===== src/rtl/rng_irq_pkg.sv =====
package rng_irq_pkg;
  localparam int REG_AW = 3;
  localparam int NFLAG  = 4;

  localparam logic [REG_AW-1:0] ADR_MASK   = 3'd0;
  localparam logic [REG_AW-1:0] ADR_STATUS = 3'd1;
  localparam logic [REG_AW-1:0] ADR_CLEAR  = 3'd2;
  localparam logic [REG_AW-1:0] ADR_STATS  = 3'd3;
  localparam logic [REG_AW-1:0] ADR_SWRST  = 3'd4;

  // status bit positions, decoded by software
  localparam int FB_READY  = 0;
  localparam int FB_ACORR  = 1;
  localparam int FB_REPEAT = 2;
  localparam int FB_DEBIAS = 3;

  // only the autocorrelation flag is immune to software clear
  localparam logic [NFLAG-1:0] STICKY_FLAGS = 4'b0010;
  localparam logic [NFLAG-1:0] MASK_RST     = 4'hF;

  typedef struct packed {
    logic mask_we;
    logic clear_we;
    logic stats_we;
    logic swrst;
  } wr_strobe_t;
endpackage


===== src/rtl/rng_flag_bank.sv =====
module rng_flag_bank
  import rng_irq_pkg::*;
#(
  parameter int               N      = NFLAG,
  parameter logic [N-1:0]     STICKY = STICKY_FLAGS
) (
  input  logic         clk,
  input  logic         rst_n,
  input  logic         soft_clr,
  input  logic [N-1:0] set_i,
  input  logic         clr_we,
  input  logic [N-1:0] clr_bits,
  output logic [N-1:0] flag_q
);
  logic [N-1:0] flag_d;

  for (genvar i = 0; i < N; i++) begin : g_flag
    if (STICKY[i]) begin : g_sticky
      always_comb begin
        if (soft_clr) flag_d[i] = 1'b0;
        else          flag_d[i] = flag_q[i] | set_i[i];
      end
    end else begin : g_clearable
      always_comb begin
        if (soft_clr)
          flag_d[i] = 1'b0;
        else if (set_i[i])
          flag_d[i] = 1'b1;
        else if (clr_we && clr_bits[i])
          flag_d[i] = 1'b0;
        else
          flag_d[i] = flag_q[i];
      end
    end
  end

  always_ff @(posedge clk or negedge rst_n) begin
    if (!rst_n) flag_q <= '0;
    else        flag_q <= flag_d;
  end
endmodule


===== src/rtl/rng_ac_streak.sv =====
module rng_ac_streak #(
  parameter int RUN = 4
) (
  input  logic clk,
  input  logic rst_n,
  input  logic soft_clr,
  input  logic done_i,
  input  logic fail_i,
  output logic trip_o
);
  localparam int CW = (RUN > 2) ? $clog2(RUN) : 1;
  localparam logic [CW-1:0] TOP = CW'(RUN - 1);

  logic [CW-1:0] run_q, run_d;
  logic          run_en;

  assign trip_o = done_i && fail_i && (run_q == TOP);
  assign run_en = soft_clr || done_i;

  always_comb begin
    if (soft_clr)
      run_d = '0;
    else if (!fail_i)
      run_d = '0;
    else if (run_q == TOP)
      run_d = run_q;
    else
      run_d = run_q + 1'b1;
  end

  always_ff @(posedge clk or negedge rst_n) begin
    if (!rst_n)      run_q <= '0;
    else if (run_en) run_q <= run_d;
  end
endmodule


===== src/rtl/rng_ac_stats.sv =====
module rng_ac_stats #(
  parameter int ATT_W  = 14,
  parameter int FAIL_W = 8
) (
  input  logic              clk,
  input  logic              rst_n,
  input  logic              soft_clr,
  input  logic              wipe_i,
  input  logic              start_i,
  input  logic              fail_i,
  output logic [ATT_W-1:0]  att_q,
  output logic [FAIL_W-1:0] fail_q
);
  logic              frozen;
  logic [ATT_W-1:0]  att_d;
  logic [FAIL_W-1:0] fail_d;
  logic              att_en, fail_en;

  assign frozen = (&att_q) || (&fail_q);

  always_comb begin
    att_en  = 1'b0;
    fail_en = 1'b0;
    att_d   = att_q;
    fail_d  = fail_q;
    if (soft_clr || wipe_i) begin
      att_en  = 1'b1;
      fail_en = 1'b1;
      att_d   = '0;
      fail_d  = '0;
    end else if (!frozen) begin
      att_en  = start_i;
      fail_en = fail_i;
      att_d   = att_q + 1'b1;
      fail_d  = fail_q + 1'b1;
    end
  end

  always_ff @(posedge clk or negedge rst_n) begin
    if (!rst_n)       att_q <= '0;
    else if (att_en)  att_q <= att_d;
  end

  always_ff @(posedge clk or negedge rst_n) begin
    if (!rst_n)       fail_q <= '0;
    else if (fail_en) fail_q <= fail_d;
  end
endmodule


===== src/rtl/rng_reg_if.sv =====
module rng_reg_if
  import rng_irq_pkg::*;
#(
  parameter int DW     = 32,
  parameter int ATT_W  = 14,
  parameter int FAIL_W = 8
) (
  input  logic              clk,
  input  logic              rst_n,
  input  logic              bus_we,
  input  logic [REG_AW-1:0] bus_addr,
  input  logic [DW-1:0]     bus_wdata,
  output logic [DW-1:0]     bus_rdata,
  input  logic [NFLAG-1:0]  status_i,
  input  logic [ATT_W-1:0]  att_i,
  input  logic [FAIL_W-1:0] fail_i,
  output wr_strobe_t        stb_o,
  output logic [NFLAG-1:0]  mask_q
);
  localparam int STAT_PAD = DW - ATT_W - FAIL_W;
  localparam int FLAG_PAD = DW - NFLAG;

  logic unused_wdata;
  assign unused_wdata = ^bus_wdata[DW-1:NFLAG];

  always_comb begin
    stb_o.mask_we  = bus_we && (bus_addr == ADR_MASK);
    stb_o.clear_we = bus_we && (bus_addr == ADR_CLEAR);
    stb_o.stats_we = bus_we && (bus_addr == ADR_STATS);
    stb_o.swrst    = bus_we && (bus_addr == ADR_SWRST) && bus_wdata[0];
  end

  always_ff @(posedge clk or negedge rst_n) begin
    if (!rst_n)             mask_q <= MASK_RST;
    else if (stb_o.mask_we) mask_q <= bus_wdata[NFLAG-1:0];
  end

  always_comb begin
    case (bus_addr)
      ADR_MASK:   bus_rdata = {{FLAG_PAD{1'b0}}, mask_q};
      ADR_STATUS: bus_rdata = {{FLAG_PAD{1'b0}}, status_i};
      ADR_STATS:  bus_rdata = {{STAT_PAD{1'b0}}, fail_i, att_i};
      default:    bus_rdata = '0;
    endcase
  end
endmodule


===== src/rtl/rng_irq_status_ctrl.sv =====
module rng_irq_status_ctrl
  import rng_irq_pkg::*;
#(
  parameter int DW     = 32,
  parameter int ATT_W  = 14,
  parameter int FAIL_W = 8,
  parameter int AC_RUN = 4
) (
  input  logic              clk,
  input  logic              rst_n,
  input  logic              bus_we,
  input  logic [REG_AW-1:0] bus_addr,
  input  logic [DW-1:0]     bus_wdata,
  output logic [DW-1:0]     bus_rdata,
  input  logic              ev_debias_i,
  input  logic              ev_repeat_i,
  input  logic              ev_ready_i,
  input  logic              ac_start_i,
  input  logic              ac_done_i,
  input  logic              ac_fail_i,
  output logic              irq_o,
  output logic              halt_o,
  output logic              soft_rst_o
);
  wr_strobe_t        stb;
  logic [NFLAG-1:0]  mask_q;
  logic [NFLAG-1:0]  status_q;
  logic [NFLAG-1:0]  set_vec;
  logic [ATT_W-1:0]  att_q;
  logic [FAIL_W-1:0] fail_q;
  logic              ac_trip;
  logic              ac_bad;
  logic              irq_d;

  assign ac_bad = ac_done_i && ac_fail_i;

  rng_reg_if #(.DW(DW), .ATT_W(ATT_W), .FAIL_W(FAIL_W)) u_regs (
    .clk       (clk),
    .rst_n     (rst_n),
    .bus_we    (bus_we),
    .bus_addr  (bus_addr),
    .bus_wdata (bus_wdata),
    .bus_rdata (bus_rdata),
    .status_i  (status_q),
    .att_i     (att_q),
    .fail_i    (fail_q),
    .stb_o     (stb),
    .mask_q    (mask_q)
  );

  rng_ac_streak #(.RUN(AC_RUN)) u_streak (
    .clk      (clk),
    .rst_n    (rst_n),
    .soft_clr (stb.swrst),
    .done_i   (ac_done_i),
    .fail_i   (ac_fail_i),
    .trip_o   (ac_trip)
  );

  always_comb begin
    set_vec            = '0;
    set_vec[FB_DEBIAS] = ev_debias_i;
    set_vec[FB_REPEAT] = ev_repeat_i;
    set_vec[FB_READY]  = ev_ready_i;
    set_vec[FB_ACORR]  = ac_trip;
  end

  rng_flag_bank #(.N(NFLAG), .STICKY(STICKY_FLAGS)) u_flags (
    .clk      (clk),
    .rst_n    (rst_n),
    .soft_clr (stb.swrst),
    .set_i    (set_vec),
    .clr_we   (stb.clear_we),
    .clr_bits (bus_wdata[NFLAG-1:0]),
    .flag_q   (status_q)
  );

  rng_ac_stats #(.ATT_W(ATT_W), .FAIL_W(FAIL_W)) u_stats (
    .clk      (clk),
    .rst_n    (rst_n),
    .soft_clr (stb.swrst),
    .wipe_i   (stb.stats_we),
    .start_i  (ac_start_i),
    .fail_i   (ac_bad),
    .att_q    (att_q),
    .fail_q   (fail_q)
  );

  assign irq_d  = |(status_q & ~mask_q);
  assign halt_o = status_q[FB_ACORR];

  always_ff @(posedge clk or negedge rst_n) begin
    if (!rst_n) begin
      irq_o      <= 1'b0;
      soft_rst_o <= 1'b0;
    end else begin
      irq_o      <= irq_d;
      soft_rst_o <= stb.swrst;
    end
  end
endmodule


===== config.mk =====
export PLATFORM = sky130hd
export DESIGN_NAME = rng_irq_status_ctrl
export DESIGN_NICKNAME = d
export VERILOG_FILES = /design/src/rtl/rng_irq_pkg.sv /design/src/rtl/rng_flag_bank.sv /design/src/rtl/rng_ac_streak.sv /design/src/rtl/rng_ac_stats.sv /design/src/rtl/rng_reg_if.sv /design/src/rtl/rng_irq_status_ctrl.sv
export SDC_FILE = /design/constraint.sdc
export NUM_CORES = 1
export LEC_CHECK = 0
export ABC_AREA = 0
export BUFFER_PORTS_ARGS = -buffer_cell sky130_fd_sc_hd__buf_2
export CAP_MARGIN = 30
export CORE_MARGIN = 10
export CORE_UTILIZATION = 29
export DETAILED_ROUTE_END_ITERATION = 8
export PLACE_DENSITY = 0.58
export SETUP_SLACK_MARGIN = 0.15
export SYNTH_ARGS = -nofsm -noshare
export SYNTH_HDL_FRONTEND = slang
export SYNTH_SLANG_ARGS = --single-unit

===== constraint.sdc =====
create_clock -name clk -period 2.2 [get_ports clk]
set_input_delay 0.22 -clock clk [delete_from_list [all_inputs] [get_ports clk]]
set_output_delay 0.22 -clock clk [all_outputs]
set_load 0.005 [all_outputs]

==> After elaboration in Yosys (flattened, before gate mapping) <==
Cells that the tools add are included.
{ "classes": {"add_sub_neg": 3, "eq_ne": 7, "muxes": 22, "bitwise_logic": 3, "reduce_logical": 23} }
{ "ops": {"columns": ["operator", "count"], "rows": [
  ["$pmux 22 s3", 1],
  ["$mux 14", 2],
  ["$mux 8", 2],
  ["$add 14x1->14 const B", 1],
  ["$mux 1", 14],
  ["$reduce_and 14->1", 1],
  ["$logic_and 1x1->1", 10],
  ["$reduce_bool 3->1", 3],
  ["$add 8x1->8 const B", 1],
  ["$reduce_and 8->1", 1],
  ["$eq 3x2->1 const B", 2],
  ["$mux 2", 3],
  ["$reduce_and 2->1", 3],
  ["$and 4x4->4", 1],
  ["$not 4->4", 1],
  ["$reduce_or 4->1", 1],
  ["$eq 3x1->1 const B", 1],
  ["$eq 3x3->1 const B", 1],
  ["$logic_not 3->1", 1],
  ["$logic_or 1x1->1", 3],
  ["$ne 3x2->1 const B", 1],
  ["$add 2x1->2 const B", 1],
  ["$eq 2x2->1 const B", 1],
  ["$ne 2x2->1 const B", 1],
  ["$or 1x1->1", 1]
]} }
{ "word_totals": {"regBits": 34, "output_inout_bits": 35} }

==> Longest topological paths before layout <==
Gate-level depths: netlist of the first run.
{ "logic_depth": {"ltp_word": 6, "depth_mapped": 6} }

==> Modules after synthesis <==
From an unflattened synthesis of the first run, not the netlist that was laid out.
{ "hier_totals": {"hier_cells": 237, "area_unflattened_um2": 2244.7} }
{ "by_module_without_submodules": {"columns": ["module", "n_inst", "cells_each", "area_each_um2"], "rows": [
  ["rng_ac_stats", 1, 141, 1327.5],
  ["rng_reg_if", 1, 61, 521.8],
  ["rng_flag_bank", 1, 15, 162.7],
  ["rng_ac_streak", 1, 12, 138.9],
  ["rng_irq_status_ctrl", 1, 8, 93.8]
]} }

==> Worst setup path before layout of the first run <==
No wires, ideal clock.
{ "synth_timing": {"path_kind": "register to register", "from": "reg u_stats.fail_q[0]", "to": "reg u_stats.att_q[12]", "setup_time_ps": 126, "t_arrival_ps": 1638, "setup_slack_ps": 436, "stages_incl_launch_ff": 6, "period_less_slack_ps": 1764, "cell_sequence": "dfrtp_1 > ha_1 > nand3_1 > o2111ai_1 > or3_1 > o311a_1"} }
{ "synth_via": {"elab_chain_cells": 5, "elab_cells_between_ends": 6} }
{ "synth_lines": {"columns": ["element", "line", "source"], "rows": [
  ["start, declared", "rng_ac_stats.sv:12", "output logic [FAIL_W-1:0] fail_q"],
  ["start signal, assigned", "rng_ac_stats.sv:46", "else if (fail_en) fail_q <= fail_d;"],
  ["$reduce_and 8->1 *", "rng_ac_stats.sv:19", "assign frozen = (&att_q) || (&fail_q);"],
  ["$logic_or 1x1->1 *", "rng_ac_stats.sv:19", null],
  ["$mux 1", "rng_ac_stats.sv:31", "end else if (!frozen) begin"],
  ["$mux 1", "rng_ac_stats.sv:26", "if (soft_clr || wipe_i) begin"],
  ["$reduce_and 2->1 (no line) *", null, null],
  ["end signal, assigned", "rng_ac_stats.sv:41", "else if (att_en) att_q <= att_d;"],
  ["end, declared", "rng_ac_stats.sv:11", "output logic [ATT_W-1:0] att_q,"]
]} }
Every way passes the cells marked *; elsewhere a longest branch is shown, timed or not.
A chain may end at the register's enable or synchronous reset.

==> Worst setup path in the final report of the first run <==
Same ends and word-level chain as after synthesis.

==> impl_metrics.py, run 1 <==
metrics = {
    "logic_synthesis": {
        "yosys-mux-area-fraction": 0.0653,
        "number_of_enable_type_register_cells_in_the_synthesized_netlist": 0,
        "synth.yosys.seq_area_share": 0.406,
        "post_synth_xor_area_fraction": 0,
        "largest_family_of_logic_cells_by_synthesized_area": "simple AND/OR/NAND/NOR gates",
        "ys_warn_count": 0,
        "syn_area_um2": 2110,
        "synthSimpleGateAreaFrac": 0.280,
        "synth_compound_area_frac": 0.153,
        "yosys_register_bits": 34,
        "synthAdderAreaFrac": 0.0178,
        "syn-instance-count": 238,
        "avgSynthCellArea_um2": 8.86,
        "async_flop_share": 1.00,
        "ys_dominant_reg_cell": "sky130_fd_sc_hd__dfrtp_1",
        "synth_cell_type_count": 41,
    },
    "clocking": {
        "postCtsSetupBuffers": 0,
        "htree_levels": 2,
        "cts_hold_buf": 0,
        "cts_inserted_buffers": 5,
        "tritoncts": "yes",
        "clock_latency_ps": 290,
        "clock_sinks": 34,
        "clockRootBuffer": "sky130_fd_sc_hd__clkbuf_8",
        "clock_tree.buffer_depth": 2,
        "clkSlewWorstSetupHoldPaths_ps": 70,
        "cts_resized": 0,
    },
    "cells_and_area": {
        "nets": 325,
        "area_growth_syn_to_layout_pct": 18.1,
        "layout.cell_area.non_filler_um2": 2490,
        "layout_cells_sized_above_1": 0.244,
        "n_antenna_cell": 0,
    },
    "timing": {
        "hold_violations": 0,
        "skew_ps": 3.15,
        "report.final.setup_viol": 0,
        "max_slew.worst_pin.slew_ps": 798,
        "slew_headroom": 0.467,
        "max_freq_mhz": 497,
        "report.final.slew_viol_count": 0,
        "rsz0062_at_grt": "yes",
        "final.period_utilization": 0.915,
        "period_minus_slack_ps": 2010,
        "fin_setup_tns_ps": 0,
    },
    "placement": {
        "gpl.final_weighted_congestion": 0.827,
        "hpwl_um": 3950,
        "port-buffer-count": 40,
        "placed_area_um2": 2380,
    },
    "detailed_routing": {
        "drt_iter0_drc": 98,
        "route.detailed.wl_per_inst_um": 14.1,
        "antenna_nets_post_route": 0,
        "drc": 0,
        "vias": 1841,
        "detail_route.wirelength_um": 5340,
        "via_per_inst": 4.87,
        "drt_pre_antenna_iters": 4,
    },
    "setup_path": {
        "cp.required_ps": 2380,
        "worst-path-max-fanout": 9,
        "timing.critical_path.from_type": "flop",
        "critical_path.reg2reg.endpoint": "u_stats.att_q[12]",
        "rr_worst_depth": 5,
        "crit_path_capture_type": "flop",
        "crit-reg2reg-launch": "u_stats.fail_q[0]",
        "critPathArrivalTime_ps": 2190,
        "setup.reg_to_reg.worst_slack_ps": 190,
        "worst-setup-path-type": "reg -> reg",
    },
    "global_routing": {
        "grtUsageTotal": 0.0965,
        "grt_first_pass_wirelength_um": 8980,
        "antenna_found_initial": 0,
        "grt_start_max_net_pins": 35,
        "first_global_vias": 1850,
        "globalRoute.totalOverflow": 0,
    },
    "floorplan": {
        "core_area_um2": 7180,
        "chipHeight_um": 105,
        "initial_core_util": 0.294,
        "fp.dieW_um": 105,
        "row_count": 31,
        "boundaryPins": 79,
        "fp.dieArea_um2": 11100,
    },
    "pwr": {
        "power_per_cell_area_nw_per_um2": 662,
        "max-vdd-ir-drop_mv": 0.387,
        "static-leakage-power_nw": 1.08,
        "power.total_mw": 1.65,
    },
    "outcome": {
        "status": "completed",
    },
    "flow_run": {
        "drv_cap": 0,
    },
    "min_path": {
        "hold_path.class": "in -> async",
    },
}
## how the worst max path moves through the flow
stage          slack, ps                 to              start  cells after the start
2_1_floorplan        440  u_stats.att_q[12]  u_stats.fail_q[0]                      5
3_3_place_gp         230  u_stats.att_q[12]  u_stats.fail_q[0]                      5
3_5_place_dp         200  u_stats.att_q[12]  u_stats.fail_q[0]                      5
4_1_cts              190  u_stats.att_q[12]  u_stats.fail_q[0]                      5
5_1_grt               30  u_stats.fail_q[1]  u_stats.fail_q[0]                      5
6_report             190  u_stats.att_q[12]  u_stats.fail_q[0]                      5
## where the power goes
group | total [mW] | leakage [nW] | switching [mW] | internal, mW
Combinational | 0.283 | 0.594 | 0.148 | 0.135
Clock | 0.549 | 0.0575 | 0.233 | 0.316
Sequential | 0.817 | 0.431 | 0.0974 | 0.719
Total | 1.65 | 1.08 | 0.478 | 1.17
## routing by layer
layer,vias to the layer above,track usage,wire (um)
met5,-,0,0
met4,0,0.0324,76
met3,9,0.0390,458
met2,60,0.145,2240
met1,851,0.123,2560
li1,921,-,-
## layout by cell type, fill, tap and decap left out, types with 2 or more instances in the layout
cell                       netlist  layout
sky130_fd_sc_hd__nand2_1        25      25
sky130_fd_sc_hd__or4_1           8       8
sky130_fd_sc_hd__a22oi_1         5       5
sky130_fd_sc_hd__nor4bb_1        2       2
sky130_fd_sc_hd__o41ai_1         3       3
sky130_fd_sc_hd__nand2b_1        6       6
sky130_fd_sc_hd__dfstp_2         4       4
sky130_fd_sc_hd__inv_1          10      10
sky130_fd_sc_hd__or3b_2          2       2
sky130_fd_sc_hd__and2_1         18      18
sky130_fd_sc_hd__clkbuf_8        0       8
sky130_fd_sc_hd__nor2_1         14      14
sky130_fd_sc_hd__nand4_1         5       5
sky130_fd_sc_hd__or3_1           4       4
sky130_fd_sc_hd__nor4_1          7       7
sky130_fd_sc_hd__nand3_1         7       7
sky130_fd_sc_hd__o31ai_1         9       9
sky130_fd_sc_hd__ha_1            3       3
sky130_fd_sc_hd__buf_2           6      40
sky130_fd_sc_hd__mux2i_1         7       7
sky130_fd_sc_hd__mux2_2          6       6
sky130_fd_sc_hd__conb_1          1      10
sky130_fd_sc_hd__a21oi_1        19      19
sky130_fd_sc_hd__o21ai_0         8       8
sky130_fd_sc_hd__buf_4          10       5
sky130_fd_sc_hd__dfrtp_1        30      30
## per-stage QoR
| stage | util | setup WS (ps) | cells | hold slack [ps] |
|---|---|---|---|---|
| floorplan | - | 436 | 247 | -75.6 |
| global placement | 0.331 | 231 | 369 | 347 |
| detailed placement | 0.332 | 199 | 370 | 353 |
| CTS | 0.347 | 185 | 378 | 40.3 |
| global route | 0.347 | 29.5 | 378 | 67.0 |
| finish | 0.347 | 188 | 378 | 7.77 |
## cell families (layout without fill, tap and decap cells)
group | Yosys count | count (layout)
DFF | 34 | 34
adders and majority gates | 3 | 3
muxes | 13 | 13
AOI/OAI and AO/OA | 51 | 51
buffers and inverters | 31 | 63
other | 1 | 10
and+or+nand+nor | 105 | 105
## registers in the layout, summed over array words and instances, names as in the netlist
signal          flops
u_stats.fail_q      8
u_stats.att_q      14
u_regs.mask_q       4
u_streak.run_q      2
u_flags.flag_q      4
irq_o               1
soft_rst_o          1
## cell usage after synthesis (5+ instances only)
library cell | n | share of area
sky130_fd_sc_hd__dfrtp_1 | 30 | 0.36
sky130_fd_sc_hd__nand2_1 | 25 | 0.045
sky130_fd_sc_hd__a21oi_1 | 19 | 0.045
sky130_fd_sc_hd__and2_1 | 18 | 0.053
sky130_fd_sc_hd__nor2_1 | 14 | 0.025
sky130_fd_sc_hd__buf_4 | 10 | 0.036
sky130_fd_sc_hd__inv_1 | 10 | 0.018
sky130_fd_sc_hd__o31ai_1 | 9 | 0.032
sky130_fd_sc_hd__o21ai_0 | 8 | 0.019
sky130_fd_sc_hd__or4_1 | 8 | 0.028
sky130_fd_sc_hd__mux2i_1 | 7 | 0.033
sky130_fd_sc_hd__nand3_1 | 7 | 0.017
sky130_fd_sc_hd__nor4_1 | 7 | 0.021
sky130_fd_sc_hd__buf_2 | 6 | 0.014
sky130_fd_sc_hd__mux2_2 | 6 | 0.032
sky130_fd_sc_hd__nand2b_1 | 6 | 0.018
sky130_fd_sc_hd__a22oi_1 | 5 | 0.018
sky130_fd_sc_hd__nand4_1 | 5 | 0.015
## critical path, stage by stage, from the launching register on
cell	delay, ps
sky130_fd_sc_hd__dfrtp_1	430
sky130_fd_sc_hd__ha_1	270
sky130_fd_sc_hd__nand3_1	120
sky130_fd_sc_hd__o2111ai_1	320
sky130_fd_sc_hd__or3_1	470
sky130_fd_sc_hd__o311a_1	290
## area by class of cell
type / instances / area [um2]
timing repair buffer: 45 / 238
tap: 99 / 124
inverter: 10 / 37.5
fill: 756 / 4690
multi-input combinational: 182 / 1120
sequential: 34 / 856
clock buffer: 8 / 110
Power figures use the tool's default switching activity.
==> inputs of run 2 (changes only) <==
--- a/config.mk
+++ b/config.mk
@@ -11,5 +11,5 @@
 export CORE_MARGIN = 10
-export CORE_UTILIZATION = 29
+export CORE_UTILIZATION = 44
 export DETAILED_ROUTE_END_ITERATION = 8
-export PLACE_DENSITY = 0.58
+export PLACE_DENSITY = 0.79
 export SETUP_SLACK_MARGIN = 0.15
--- a/constraint.sdc
+++ b/constraint.sdc
@@ -3,2 +3,2 @@
 set_output_delay 0.22 -clock clk [all_outputs]
-set_load 0.005 [all_outputs]
+set_load 0.01 [all_outputs]
==> run 2 against run 1 <==
Effect of this change: the run now ends with hold timing left; total power down 3.0%; final cell count shrank 12%; sequential cell count did not move; clock skew up 2.5 ps; critical path depth up 1; sequential power hardly changed; global-route usage increased by 3.4 points; via count is 4.3% higher; wire length down 4.3%; critical endpoint is now u_stats.att_q[4].
==> impl_metrics.py, run 2 (synthesis results as in run 1) <==
metrics = {
    "clocking": {
        "cts_inserted_buffers": 5,
        "clock_latency_ps": 300,
        "clkSlewWorstSetupHoldPaths_ps": 70,
        "clock_sinks": 34,
        "clockRootBuffer": "sky130_fd_sc_hd__clkbuf_8",
        "tritoncts": "yes",
        "htree_levels": 2,
        "clock_tree.buffer_depth": 2,
    },
    "global_routing": {
        "antenna_found_initial": 0,
        "grt_start_max_net_pins": 35,
        "grt_first_pass_wirelength_um": 8270,
        "grtUsageTotal": 0.130,
        "first_global_vias": 1816,
        "globalRoute.totalOverflow": 0,
    },
    "pwr": {
        "max-vdd-ir-drop_mv": 0.454,
        "static-leakage-power_nw": 1.08,
        "internal_power_mw": 1.11,
        "switching_power_uw": 490,
        "sw_frac_of_total": 0.307,
        "clock_power_share": 0.304,
        "combinational_share_of_power": 0.186,
        "p_seq_frac": 0.510,
        "power.total_mw": 1.60,
        "power_per_cell_area_nw_per_um2": 658,
    },
    "detailed_routing": {
        "vias": 1920,
        "route.detailed.wl_per_inst_um": 15.3,
        "via_per_inst": 5.75,
        "drt_iter0_drc": 142,
        "drt_pre_antenna_iters": 4,
        "drc": 0,
        "detail_route.wirelength_um": 5110,
        "antenna_nets_post_route": 0,
    },
    "cells_and_area": {
        "max_flop_register": "u_stats.att_q",
        "nets": 326,
        "regArea_um2": 856,
        "area_growth_syn_to_layout_pct": 15.2,
        "layout_commonest_cell": "sky130_fd_sc_hd__buf_2",
        "multiInputGateArea_um2": 1130,
        "n_antenna_cell": 0,
        "layout_cells_sized_above_1": 0.246,
        "top_regs": "u_stats.att_q x14, u_stats.fail_q x8",
        "post_layout_nonfiller_instances": 334,
        "leading_cell_types_in_the_layout_fill_and_taps_excluded": "sky130_fd_sc_hd__buf_2, sky130_fd_sc_hd__dfrtp_1, sky130_fd_sc_hd__nand2_1",
        "largest_register_ffs": 14,
        "final.fill_count": 440,
    },
    "timing": {
        "report.final.setup_viol": 0,
        "fin_hold_ws_ps": -10.1,
        "max_slew.worst_pin.slew_ps": 761,
        "max_freq_mhz": 533,
        "rsz0062_at_grt": "no",
        "postLayoutSetupSlackWorst_ps": 323,
        "fin_setup_tns_ps": 0,
        "slew_headroom": 0.493,
        "hold_violations": 11,
        "report.final.slew_viol_count": 0,
        "period_minus_slack_ps": 1880,
        "final.period_utilization": 0.853,
        "skew_ps": 5.64,
    },
    "placement": {
        "hpwl_um": 3670,
        "gpl.final_weighted_congestion": 0.850,
        "post-place-ws_ps": 249,
        "placedCellCount": 325,
        "port-buffer-count": 40,
    },
    "floorplan": {
        "boundaryPins": 79,
        "fp.dieW_um": 89.2,
        "fp.dieArea_um2": 7960,
        "chipHeight_um": 89.2,
        "core_area_um2": 4690,
        "initial_core_util": 0.449,
        "row_count": 25,
    },
    "setup_path": {
        "cp.required_ps": 2410,
        "critPathArrivalTime_ps": 2090,
        "cp_slowest_cell": "sky130_fd_sc_hd__or4_1",
        "timing.critical_path.from_type": "flop",
        "setup.reg_to_reg.worst_slack_ps": 320,
        "worst-path-max-fanout": 15,
        "critical-path-max-stage-delay_ps": 510,
        "crit_path_capture_type": "flop",
        "worstPathCellList": "ha_1 > nand3_1 > o21ai_0 > buf_4 > or4_1 > a21oi_1",
        "worst-setup-path-type": "reg -> reg",
    },
    "flow_run": {
        "drv_cap": 0,
    },
    "min_path": {
        "hold_path.class": "in -> async",
    },
    "outcome": {
        "failed_checks": "hold timing",
        "status": "finished with violations",
    },
}
run 2: cell types whose count changed in the layout (fill, tap and decap cells not counted):
cell and delta:
sky130_fd_sc_hd__o2111ai_1 -1, sky130_fd_sc_hd__clkbuf_8 -2, sky130_fd_sc_hd__clkbuf_1 +1, sky130_fd_sc_hd__o2111ai_2 +1, sky130_fd_sc_hd__clkinv_2 +1, sky130_fd_sc_hd__buf_4 +1
run 2: area by class of cell:
type / instances / share of cell area
Clock buffer: 7 / 0.0355
Inverter: 10 / 0.0155
Sequential cell: 34 / 0.352
Tap cell: 54 / 0.0278
Multi-Input combinational cell: 182 / 0.466
Timing Repair Buffer: 46 / 0.101
Clock inverter: 1 / 0.00206
run 2: worst paths after layout:
path	from	end	cells past startpoint
worst max-delay path	u_stats.fail_q[0]	u_stats.att_q[4]	6
worst min-delay path	rst_n	u_stats.fail_q[3]	1
worst max register to register	u_stats.fail_q[0]	u_stats.att_q[4]	6
worst min register to register	u_flags.flag_q[2]	u_flags.flag_q[2]	2
max in group asynchronous	rst_n	irq_o	1
min in group clk	ev_repeat_i	u_flags.flag_q[2]	3
run 2: through the flow:
| step | hold WS [ps] | util | instance area (um2) |
|---|---|---|---|
| CTS | 21.8 | 0.515 | 2410 |
| floorplan | -75.6 | - | 2140 |
| detailed placement | 341 | 0.495 | 2320 |
| global route | 53.8 | 0.518 | 2430 |
| finish | -10.1 | 0.518 | 2430 |
| global placement | 336 | 0.495 | 2320 |
run 2: routing by layer:
layer / global-route usage / wire length (um) / vias up
li1: - / - / 917
met1: 0.165 / 2330 / 933
met5: 0 / 0 / -
met2: 0.203 / 2310 / 60
met4: 0.0535 / 77 / 0
met3: 0.0374 / 387 / 10
run 2: timing repair:
action                                  CTS  global route
hold buffers                              0             0
endpoints found under the setup margin    0             2
resized for setup                         0             1
buffers inserted                          0             0
run 2: critical path, delay by kind of cell (launching register included):
kind	cells	cell delay, ps
adder cells (fa/ha/maj)	1	260
buffers and inverters	1	190
AO/OA/AOI/OAI	2	270
flip-flops	1	420
AND/OR/NAND/NOR	2	650
run 2: power groups by stage:
stage               sequential, mW  clock [mW]  combinational [mW]
floorplan                    0.800           0               0.215
global placement             0.818           0               0.283
detailed placement           0.823           0               0.295
CTS                          0.812       0.494               0.296
global route                 0.827       0.519               0.335
finish                       0.815       0.487               0.297
==> inputs of run 3 (changes only) <==
MAX_ROUTING_LAYER = met4   (was unset)
==> run 3 against run 2 <==
Effect of this change: the flow still finishes with violations (hold timing); worst hold slack improved by 1.4 ps; sequential share of layout area did not move; non-clock buffer count did not move; final area did not move; sequential power barely moved; maximum frequency barely moved; largest power group unchanged; register-to-register slack barely moved; count of clock-buffer cells in the layout did not move; wire length fell by 0.45%; largest cell class unchanged; critical path depth did not move; final cell count did not move; global-route usage rose by 0.36 points.
==> impl_metrics.py, run 3 (synthesis results as in run 1) <==
metrics = {
    "setup_path": {
        "critical-path-max-stage-delay_ps": 510,
        "timing.critical_path.from_type": "flop",
        "cp.required_ps": 2410,
        "crit_path_capture_type": "flop",
        "worst-setup-path-type": "reg -> reg",
        "worst-path-max-fanout": 15,
        "worstPathCellList": "ha_1 > nand3_1 > o21ai_0 > buf_4 > or4_1 > a21oi_1",
        "cp_top_family": "simple AND/OR/NAND/NOR gates",
        "cp_slowest_cell": "sky130_fd_sc_hd__or4_1",
        "critPathArrivalTime_ps": 2090,
        "critPathBufInv": 1,
    },
    "cells_and_area": {
        "max_flop_register": "u_stats.att_q",
        "nets": 326,
        "area_growth_syn_to_layout_pct": 15.2,
        "layout.cell_area.non_filler_um2": 2430,
        "n_antenna_cell": 0,
        "leading_cell_types_in_the_layout_fill_and_taps_excluded": "sky130_fd_sc_hd__buf_2, sky130_fd_sc_hd__dfrtp_1, sky130_fd_sc_hd__nand2_1",
        "layout_commonest_cell": "sky130_fd_sc_hd__buf_2",
        "layout_cells_sized_above_1": 0.246,
        "largest_register_ffs": 14,
        "top_regs": "u_stats.att_q x14, u_stats.fail_q x8",
    },
    "pwr": {
        "max-vdd-ir-drop_mv": 0.456,
        "power.total_mw": 1.60,
        "power_per_cell_area_nw_per_um2": 657,
        "static-leakage-power_nw": 1.08,
    },
    "floorplan": {
        "chipHeight_um": 89.2,
        "fp.dieW_um": 89.2,
        "core_area_um2": 4690,
        "row_count": 25,
        "initial_core_util": 0.449,
        "boundaryPins": 79,
        "fp.dieArea_um2": 7960,
    },
    "clocking": {
        "clockRootBuffer": "sky130_fd_sc_hd__clkbuf_8",
        "cts_inserted_buffers": 5,
        "clock_latency_ps": 300,
        "clock_tree.buffer_depth": 2,
        "clkSlewWorstSetupHoldPaths_ps": 70,
        "cts_hold_buf": 0,
        "postCtsSetupBuffers": 0,
        "tritoncts": "yes",
        "clock_sinks": 34,
        "htree_levels": 2,
    },
    "timing": {
        "fin_hold_ws_ps": -8.65,
        "report.final.slew_viol_count": 0,
        "slew_headroom": 0.492,
        "skew_ps": 5.46,
        "rsz0062_at_grt": "no",
        "max_slew.worst_pin.slew_ps": 763,
        "max_freq_mhz": 533,
        "final.period_utilization": 0.853,
        "hold_violations": 11,
        "period_minus_slack_ps": 1880,
        "fin_setup_tns_ps": 0,
        "report.final.setup_viol": 0,
    },
    "placement": {
        "port-buffer-count": 40,
        "gpl.final_weighted_congestion": 0.863,
        "placed_area_um2": 2320,
        "hpwl_um": 3670,
    },
    "detailed_routing": {
        "drt_iter0_drc": 156,
        "vias": 1911,
        "via_per_inst": 5.72,
        "drc": 0,
        "detail_route.wirelength_um": 5080,
        "drt_pre_antenna_iters": 4,
        "route.detailed.wl_per_inst_um": 15.2,
        "antenna_nets_post_route": 0,
    },
    "outcome": {
        "status": "finished with violations",
        "failed_checks": "hold timing",
    },
    "global_routing": {
        "grtUsageTotal": 0.134,
        "antenna_found_initial": 0,
        "grt_start_max_net_pins": 35,
        "globalRoute.totalOverflow": 0,
        "grt_first_pass_wirelength_um": 8270,
        "first_global_vias": 1815,
    },
    "flow_run": {
        "drv_cap": 0,
    },
    "min_path": {
        "hold_path.class": "in -> async",
    },
}
## run 3: final cells by class
class	count	area, um2
fillers	440	2260
multi-input cells	182	1130
flip-flops and latches	34	856
repair buffers	46	245
clock buffers	7	86.3
well taps	54	67.6
inverters	10	37.5
clock inverters	1	5.00
## run 3: final timing paths
check                             startpoint                 to  slack, ps  cells past startpoint
min                                    rst_n  u_stats.fail_q[3]         -9                      1
min reg2reg                u_flags.flag_q[2]  u_flags.flag_q[2]        570                      2
min in group clk                 ev_repeat_i  u_flags.flag_q[2]        140                      3
max reg2reg                u_stats.fail_q[0]   u_stats.att_q[4]        320                      6
max                        u_stats.fail_q[0]   u_stats.att_q[4]        320                      6
max in group asynchronous              rst_n              irq_o       1710                      1
## run 3: worst register-to-register path, cell delays in order, from the launching register on
cell,delay [ps]
sky130_fd_sc_hd__dfrtp_1,420
sky130_fd_sc_hd__ha_1,260
sky130_fd_sc_hd__nand3_1,140
sky130_fd_sc_hd__o21ai_0,90
sky130_fd_sc_hd__buf_4,190
sky130_fd_sc_hd__or4_1,510
sky130_fd_sc_hd__a21oi_1,180
## run 3: through the flow
stage | instances | utilization | worst slack [ps]
global route | 334 | 0.518 | 156
floorplan | 247 | - | 436
global placement | 325 | 0.495 | 268
finish | 334 | 0.518 | 323
CTS | 333 | 0.515 | 231
detailed placement | 325 | 0.495 | 249
## run 3: what timing repair did
item	CTS	global route
gates resized for setup	0	1
endpoints found under the setup margin	0	2
endpoints found under the hold margin	0	0
## run 3: report_power, final
group	switching [mW]	total (mW)	internal [mW]
Combinational	0.161	0.297	0.136
Sequential	0.0951	0.815	0.719
Clock	0.233	0.485	0.252
## run 3: layer usage
metal / part of all wire / GRT usage / vias up / wire length [um]
li1: - / - / 919 / -
met1: 0.46 / 0.167 / 923 / 2340
met2: 0.45 / 0.203 / 59 / 2290
met3: 0.070 / 0.0337 / 10 / 354
met4: 0.018 / 0.0535 / 0 / 94
met5: 0 / - / - / 0
